===== config.mk =====
export PLATFORM = sky130hd
export DESIGN_NAME = nlw_pred
export DESIGN_NICKNAME = d
export VERILOG_FILES = /design/src/rtl/nlw_pkg.sv /design/src/rtl/nlw_upd_stage.sv /design/src/rtl/nlw_table.sv /design/src/rtl/nlw_select.sv /design/src/rtl/nlw_pred.sv
export SDC_FILE = /design/constraint.sdc
export NUM_CORES = 2
export LEC_CHECK = 0
export BUFFER_PORTS_ARGS = -buffer_cell sky130_fd_sc_hd__buf_4
export CORE_MARGIN = 2
export CORE_UTILIZATION = 65
export CTS_BUF_LIST = sky130_fd_sc_hd__clkbuf_4 sky130_fd_sc_hd__clkbuf_8
export DETAILED_ROUTE_END_ITERATION = 10
export GPL_TIMING_DRIVEN = 1
export PLACE_DENSITY = 0.9
export SLEW_MARGIN = 20
export SYNTH_ARGS = -nofsm -noshare
export SYNTH_HDL_FRONTEND = slang
export SYNTH_SLANG_ARGS = --single-unit

===== constraint.sdc =====
create_clock -name clk -period 2.8 [get_ports clk]
set_input_delay 0.42 -clock clk [delete_from_list [all_inputs] [get_ports clk]]
set_output_delay 0.42 -clock clk [all_outputs]
set_load 0.05 [all_outputs]

===== src/rtl/nlw_pkg.sv =====
package nlw_pkg;

   typedef enum logic [1:0] {
      BK_NONE  = 2'b00,
      BK_COND  = 2'b01,
      BK_JUMP  = 2'b10,
      BK_INDIR = 2'b11
   } brkind_e;

   // whether fetch follows the stored line for a given kind
   function automatic logic kind_follows(input logic [1:0] kind,
                                         input logic       hint,
                                         input logic       cond_needs_hint);
      logic r;
      case (kind)
         BK_NONE:  r = 1'b0;
         BK_COND:  r = cond_needs_hint ? hint : 1'b1;
         default:  r = 1'b1;
      endcase
      return r;
   endfunction

endpackage


===== src/rtl/nlw_upd_stage.sv =====
module nlw_upd_stage #(
   parameter int PC_W   = 32,
   parameter int IDX_LO = 2,
   parameter int IDX_W  = 8,
   parameter int LINE_W = 6,
   parameter int WAY_W  = 2
) (
   input  logic              clk,
   input  logic              rst_n,
   input  logic              up_valid,
   input  logic [PC_W-1:0]   up_pc,
   input  logic [LINE_W-1:0] up_line,
   input  logic [WAY_W-1:0]  up_way,
   input  logic [1:0]        up_kind,
   input  logic              up_taken,
   output logic              wr_vld,
   output logic              wr_full,
   output logic [IDX_W-1:0]  wr_idx,
   output logic [LINE_W-1:0] wr_line,
   output logic [WAY_W-1:0]  wr_way,
   output logic [1:0]        wr_kind
);

   always_ff @(posedge clk or negedge rst_n) begin
      if (!rst_n) begin
         wr_vld  <= 1'b0;
         wr_full <= 1'b0;
         wr_idx  <= '0;
         wr_line <= '0;
         wr_way  <= '0;
         wr_kind <= 2'b00;
      end else begin
         wr_vld <= up_valid;
         if (up_valid) begin
            wr_full <= up_taken;
            wr_idx  <= up_pc[IDX_LO +: IDX_W];
            wr_line <= up_line;
            wr_way  <= up_way;
            wr_kind <= up_kind;
         end
      end
   end

endmodule


===== src/rtl/nlw_table.sv =====
module nlw_table #(
   parameter int IDX_W  = 8,
   parameter int LINE_W = 6,
   parameter int WAY_W  = 2
) (
   input  logic              clk,
   input  logic              rst_n,
   input  logic              wr_vld,
   input  logic              wr_full,
   input  logic [IDX_W-1:0]  wr_idx,
   input  logic [LINE_W-1:0] wr_line,
   input  logic [WAY_W-1:0]  wr_way,
   input  logic [1:0]        wr_kind,
   input  logic [IDX_W-1:0]  rd_idx,
   output logic [LINE_W-1:0] rd_line,
   output logic [WAY_W-1:0]  rd_way,
   output logic [1:0]        rd_kind
);

   localparam int DEPTH = 1 << IDX_W;

   logic [LINE_W-1:0] line_q [DEPTH];
   logic [WAY_W-1:0]  way_q  [DEPTH];
   logic [1:0]        kind_q [DEPTH];

   for (genvar e = 0; e < DEPTH; e++) begin : g_ent
      logic hit;
      assign hit = wr_vld && (wr_idx == IDX_W'(e));
      always_ff @(posedge clk or negedge rst_n) begin
         if (!rst_n) begin
            line_q[e] <= '0;
            way_q[e]  <= '0;
            kind_q[e] <= nlw_pkg::BK_NONE;
         end else if (hit) begin
            kind_q[e] <= wr_kind;
            if (wr_full) begin
               line_q[e] <= wr_line;
               way_q[e]  <= wr_way;
            end
         end
      end
   end

   assign rd_line = line_q[rd_idx];
   assign rd_way  = way_q[rd_idx];
   assign rd_kind = kind_q[rd_idx];

endmodule


===== src/rtl/nlw_select.sv =====
module nlw_select #(
   parameter int LINE_W          = 6,
   parameter int WAY_W           = 2,
   parameter bit COND_NEEDS_HINT = 1'b1
) (
   input  logic              clk,
   input  logic              rst_n,
   input  logic              lk_valid,
   input  logic              lk_taken_hint,
   input  logic [LINE_W-1:0] rd_line,
   input  logic [WAY_W-1:0]  rd_way,
   input  logic [1:0]        rd_kind,
   output logic [LINE_W-1:0] pr_line,
   output logic [WAY_W-1:0]  pr_way,
   output logic [1:0]        pr_kind,
   output logic              pr_use
);

   logic follow;

   if (COND_NEEDS_HINT) begin : g_hinted
      assign follow = nlw_pkg::kind_follows(rd_kind, lk_taken_hint, 1'b1);
   end else begin : g_always
      assign follow = nlw_pkg::kind_follows(rd_kind, lk_taken_hint, 1'b0);
   end

   always_ff @(posedge clk or negedge rst_n) begin
      if (!rst_n) begin
         pr_line <= '0;
         pr_way  <= '0;
         pr_kind <= 2'b00;
         pr_use  <= 1'b0;
      end else if (lk_valid) begin
         pr_line <= rd_line;
         pr_way  <= rd_way;
         pr_kind <= rd_kind;
         pr_use  <= follow;
      end else begin
         pr_kind <= 2'b00;
         pr_use  <= 1'b0;
      end
   end

endmodule


===== src/rtl/nlw_pred.sv =====
module nlw_pred #(
   parameter int PC_W            = 32,
   parameter int IDX_LO          = 2,
   parameter int IDX_W           = 8,
   parameter int LINE_W          = 6,
   parameter int WAY_W           = 2,
   parameter bit COND_NEEDS_HINT = 1'b1
) (
   input  logic              clk,
   input  logic              rst_n,
   input  logic              lk_valid,
   input  logic [PC_W-1:0]   lk_pc,
   input  logic              lk_taken_hint,
   input  logic              up_valid,
   input  logic [PC_W-1:0]   up_pc,
   input  logic [LINE_W-1:0] up_line,
   input  logic [WAY_W-1:0]  up_way,
   input  logic [1:0]        up_kind,
   input  logic              up_taken,
   output logic [LINE_W-1:0] pr_line,
   output logic [WAY_W-1:0]  pr_way,
   output logic [1:0]        pr_kind,
   output logic              pr_use
);

   if (IDX_LO + IDX_W > PC_W) begin : g_bad_idx
      $error("nlw_pred: index field exceeds PC width");
   end
   if (IDX_W < 1 || IDX_W > 12) begin : g_bad_depth
      $error("nlw_pred: IDX_W out of range");
   end
   if (LINE_W < 1 || WAY_W < 1) begin : g_bad_field
      $error("nlw_pred: line and way widths must be positive");
   end

   logic              wr_vld, wr_full;
   logic [IDX_W-1:0]  wr_idx;
   logic [LINE_W-1:0] wr_line, rd_line;
   logic [WAY_W-1:0]  wr_way, rd_way;
   logic [1:0]        wr_kind, rd_kind;
   logic              unused_pc_bits;

   assign unused_pc_bits = ^{lk_pc, up_pc};

   nlw_upd_stage #(.PC_W(PC_W), .IDX_LO(IDX_LO), .IDX_W(IDX_W),
                   .LINE_W(LINE_W), .WAY_W(WAY_W)) u_upd (
      .clk(clk), .rst_n(rst_n), .up_valid(up_valid), .up_pc(up_pc),
      .up_line(up_line), .up_way(up_way), .up_kind(up_kind), .up_taken(up_taken),
      .wr_vld(wr_vld), .wr_full(wr_full), .wr_idx(wr_idx),
      .wr_line(wr_line), .wr_way(wr_way), .wr_kind(wr_kind));

   nlw_table #(.IDX_W(IDX_W), .LINE_W(LINE_W), .WAY_W(WAY_W)) u_tbl (
      .clk(clk), .rst_n(rst_n), .wr_vld(wr_vld), .wr_full(wr_full),
      .wr_idx(wr_idx), .wr_line(wr_line), .wr_way(wr_way), .wr_kind(wr_kind),
      .rd_idx(lk_pc[IDX_LO +: IDX_W]),
      .rd_line(rd_line), .rd_way(rd_way), .rd_kind(rd_kind));

   nlw_select #(.LINE_W(LINE_W), .WAY_W(WAY_W),
                .COND_NEEDS_HINT(COND_NEEDS_HINT)) u_sel (
      .clk(clk), .rst_n(rst_n), .lk_valid(lk_valid), .lk_taken_hint(lk_taken_hint),
      .rd_line(rd_line), .rd_way(rd_way), .rd_kind(rd_kind),
      .pr_line(pr_line), .pr_way(pr_way), .pr_kind(pr_kind), .pr_use(pr_use));

endmodule


==> results.txt <==
----------------------------------------------------
[Status]
  Run status ... finished with violations
  Failing checks ... setup timing

[Clocking]
  Maximum buffer depth of the clock tree ... 4
  Clock buffer count from CTS ... 419
  Insertion delay of the later-clocked pin in the worst-skew pair ... 1100 ps
  CTS tree ... built
  Clock slew seen by the registers of the worst setup and hold paths ... 70 ps
  H-tree depth ... 5
  Clock Sinks ... 2591
  Clock Root Buffer ... sky130_fd_sc_hd__clkbuf_8

[Finish]
  Ratio of cells with drive above 1 in the final layout ... 0.5760
  Storage cell area ... 0.06487 mm^2
  Fill cell instance count of the final layout ... 9403
  Number of nets in the final layout ... 7856
  Multi-input logic area ... 0.05137 mm^2
  Layout overhead on the synthesized area ... 13.61%
  Final standard cell count with taps included and fillers excluded ... 10463

[Synth]
  Most numerous cell types in the synthesized netlist ... 2591 x sky130_fd_sc_hd__dfrtp_1, 2582 x sky130_fd_sc_hd__mux2_2, 772 x sky130_fd_sc_hd__mux4_2, 442 x sky130_fd_sc_hd__clkbuf_1, 372 x sky130_fd_sc_hd__nand2_1
  Number of synthesized flops with an enable pin ... 0
  Post-Syn Nets ... 7478
  Distinct cell type count after synthesis ... 48
  Number of flip-flops and latches in the synthesized netlist ... 2591
  Area share of the largest cell type after synthesis ... 0.5486
  Commonest register cell after synthesis ... sky130_fd_sc_hd__dfrtp_1
  Cell area after technology mapping ... 0.1182 mm^2
  Post-synth ARST share ... 1.000
  Share of the yosys chip area belonging to registers ... 0.5486
  Total number of yosys warnings ... 0
  Most frequent cell after synthesis ... sky130_fd_sc_hd__dfrtp_1
  Top area cells in the synthesized netlist ... sky130_fd_sc_hd__dfrtp_1 55%, sky130_fd_sc_hd__mux2_2 25%, sky130_fd_sc_hd__mux4_2 15%, sky130_fd_sc_hd__clkbuf_1 1.4%, sky130_fd_sc_hd__nand2_1 1.2%
  Gate count of the mapped netlist ... 7398
  Synthesized area per cell ... 15.98 um^2
  Cell type contributing the most total cell area after synthesis ... sky130_fd_sc_hd__dfrtp_1

[Critical path]
  Cell Chain, Critical Path ... mux4_2 -> mux4_2 -> a22o_1 -> a221oi_4 -> o21ai_1 -> buf_4 -> a311o_1
  Req. time, crit path ... 3730 ps
  Worst Path Arrival ... 3770 ps
  Crit-path max cell delay ... 500 ps
  Launching element type of the critical path ... flop
  CP max FO ... 2
  CP max stage cell ... sky130_fd_sc_hd__mux4_2
  Top cell family by delay on the critical path ... compound AO/OA/AOI/OAI gates
  Buffers and inverters on the worst path ... 1
  Kind of end point of the critical path ... flop
  Worst setup path class ... flop to flop
  Library cell appearing most often on the critical path ... sky130_fd_sc_hd__mux4_2

[STA]
  Minimum period implied by the final worst setup slack ... 2837 ps
  Final worst setup slack ... -36.64 ps
  Fin. Hold Viols ... 0
  F_max ... 0.3525 GHz
  Final critical-path share of the clock period ... 1.013
  Total negative setup slack ... -56.59 ps
  Worst Tran Pin Value ... 1145 ps
  Pins Over Slew Limit ... 0
  Final setup vio count ... 4
  Post-route clock skew ... 84.29 ps
  WHS ... 132.8 ps
  Worst slew margin relative to its limit ... 0.2364
  Setup repair after global routing missed its margin ... yes

[Placement]
  HPWL after DPL ... 196600 um
  Weighted congestion reported at the end of routability-driven placement ... 0.9100
  Total placed cells including tap cells ... 9674
  Number of buffers added on ports ... 42

[Global route]
  Vias in the first global route ... 78679
  Wire length of the first global-routing pass ... 490400 um
  Maximum number of pins on one net before global-route repair ... 146
  Initial antenna violation count ... 8
  Global route overflow ... 0
  Tot GR Track Use ... 0.3489

[Die]
  Initial core utilization ... 0.6539
  Boundary Pins ... 91
  Standard cell core area ... 0.1807 mm^2
  Placement Rows ... 156
  Die span in y ... 430.4 um
  X dimension of the die ... 430.4 um
  Area of the die ... 0.1853 mm^2

[Drt]
  First-pass DRT Iterations ... 6
  Routed vias/inst ... 6.985
  Average wire length per cell after detail routing ... 30.98 um
  Total wire length after detailed routing ... 324100 um
  Number of DRC markers in iteration 0 ... 8123
  Antenna-violating nets left ... 0
  Total DRC errors in the routed layout ... 0
  Total number of vias ... 73084

[Pwr]
  Power per Cell Area ... 635.6 mW/mm^2
  Leakage ... 65.40 nW
  Maximum ir drop on the vdd rail ... 0.0005407 V
  Total chip power ... 85.34 mW

[Job]
  Number of max-cap violations ... 0

[Hold path]
  Type of the tightest min-delay check ... input pin to flop

----------------------------------------------------
==> layer usage <==
metal  up-vias  routed length [um]  GRT usage  share of wire
met2      4201              155500     0.5418           0.48
met5         -                 221   0.005725        0.00068
met3      1278               29110    0.08385          0.090
met1     39080              118300     0.4521           0.36
li1      28515                   -          -              -
met4        10               21020     0.2091          0.065
==> layout make-up <==
cell class,instances,area share
sequential,2591,0.4832
multi-input combinational,4226,0.3826
timing repair buffer,536,0.04351
tap,2370,0.02208
clock buffer,656,0.06221
antenna,5,0.00009318
clock inverter,77,0.006271
inverter,2,0.0001211
==> sequential cells by signal (all words and copies together) (netlist names), 2 cells and up <==
register and cells:
u_tbl.way_q 512, u_upd.wr_kind 2, u_upd.wr_way 2, u_sel.pr_kind 2, u_upd.wr_idx 8, u_tbl.line_q 1536
u_upd.wr_line 6, u_sel.pr_way 2, u_sel.pr_line 6, u_tbl.kind_q 512
==> repair_timing <==
item / 4_1_cts / 5_1_grt
setup buffers: 5 / 4
resized for setup: 18 / 57
hold buffers: 42 / 0
setup endpoints to repair: 128 / 92
pin swaps: 2 / 12
hold endpoints to repair: 2406 / 0
==> final timing paths <==
check	from	to	slack, ps	cells past startpoint
min in group asynchronous	rst_n	u_tbl.line_q[444]$_DFFE_PN0P_	200	3
setup reg to reg	u_tbl.line_q[1080]$_DFFE_PN0P_	u_sel.pr_line[0]$_DFFE_PN0P_	-40	7
max in group asynchronous	rst_n	u_tbl.line_q[83]$_DFFE_PN0P_	1600	4
hold / removal	lk_pc[9]	u_sel.pr_kind[1]$_DFF_PN0_	130	4
setup / recovery	u_tbl.line_q[1080]$_DFFE_PN0P_	u_sel.pr_line[0]$_DFFE_PN0P_	-40	7
hold reg to reg	u_tbl.line_q[563]$_DFFE_PN0P_	u_tbl.line_q[563]$_DFFE_PN0P_	500	1
==> power breakdown <==
| group | leakage [nW] | internal, mW | switching (mW) |
|---|---|---|---|
| logic | 24.6 | 3.86 | 4.54 |
| clock network | 4.91 | 20.4 | 15.4 |
| registers | 35.9 | 39.5 | 1.57 |
| total | 65.4 | 63.8 | 21.5 |
==> placed cells by master, fill, tap and decap left out, types with 9 or more instances in the layout <==
cell | Yosys | routed
sky130_fd_sc_hd__mux2i_1 | 45 | 45
sky130_fd_sc_hd__mux2_2 | 2582 | 2582
sky130_fd_sc_hd__dlygate4sd3_1 | 0 | 42
sky130_fd_sc_hd__a22o_1 | 40 | 31
sky130_fd_sc_hd__dfrtp_4 | 0 | 10
sky130_fd_sc_hd__clkbuf_8 | 0 | 548
sky130_fd_sc_hd__mux4_2 | 772 | 772
sky130_fd_sc_hd__nor3_1 | 17 | 13
sky130_fd_sc_hd__nor2b_1 | 25 | 23
sky130_fd_sc_hd__nor2_1 | 189 | 176
sky130_fd_sc_hd__buf_4 | 16 | 352
sky130_fd_sc_hd__bufinv_16 | 0 | 17
sky130_fd_sc_hd__a22o_4 | 0 | 9
sky130_fd_sc_hd__and3_1 | 11 | 10
sky130_fd_sc_hd__and2_1 | 11 | 10
sky130_fd_sc_hd__a311o_1 | 10 | 10
sky130_fd_sc_hd__dfrtp_1 | 2591 | 2581
sky130_fd_sc_hd__buf_12 | 0 | 132
sky130_fd_sc_hd__clkbuf_4 | 0 | 108
sky130_fd_sc_hd__nand4_1 | 10 | 10
sky130_fd_sc_hd__a221oi_2 | 1 | 13
sky130_fd_sc_hd__a221oi_4 | 0 | 9
sky130_fd_sc_hd__clkinv_2 | 0 | 53
sky130_fd_sc_hd__nand2b_1 | 15 | 15
sky130_fd_sc_hd__nand2_1 | 372 | 372
sky130_fd_sc_hd__o22ai_1 | 10 | 10
sky130_fd_sc_hd__nand3_1 | 32 | 31
==> per-stage QoR <==
stage | instance area [um^2] | setup slack [ps] | util
finish | 134300 | -36.64 | 0.7429
CTS | 133900 | -137.2 | 0.7409
global route | 134300 | -31.09 | 0.7428
floorplan | 118500 | 0.6684 | -
global placement | 124200 | -1214 | 0.6869
detailed placement | 124200 | -1219 | 0.6869
==> cells by family (layout without fill, tap and decap cells) <==
| logic type | after synthesis | in the layout | synth area share |
|---|---|---|---|
| AO/OA/AOI/OAI | 138 | 138 | 0.009306 |
| buffers and inverters | 581 | 1271 | 0.02105 |
| flip-flops | 2591 | 2591 | 0.5486 |
| multiplexers | 3399 | 3399 | 0.3969 |
| other | 0 | 5 | 0 |
| AND/OR/NAND/NOR | 689 | 689 | 0.02411 |
==> tightest hold or removal path: stages <==
cell	delay, ps
sky130_fd_sc_hd__buf_4	290
sky130_fd_sc_hd__nand2_1	150
sky130_fd_sc_hd__o221a_1	210
sky130_fd_sc_hd__buf_4	110
Power figures use the tool's default switching activity.
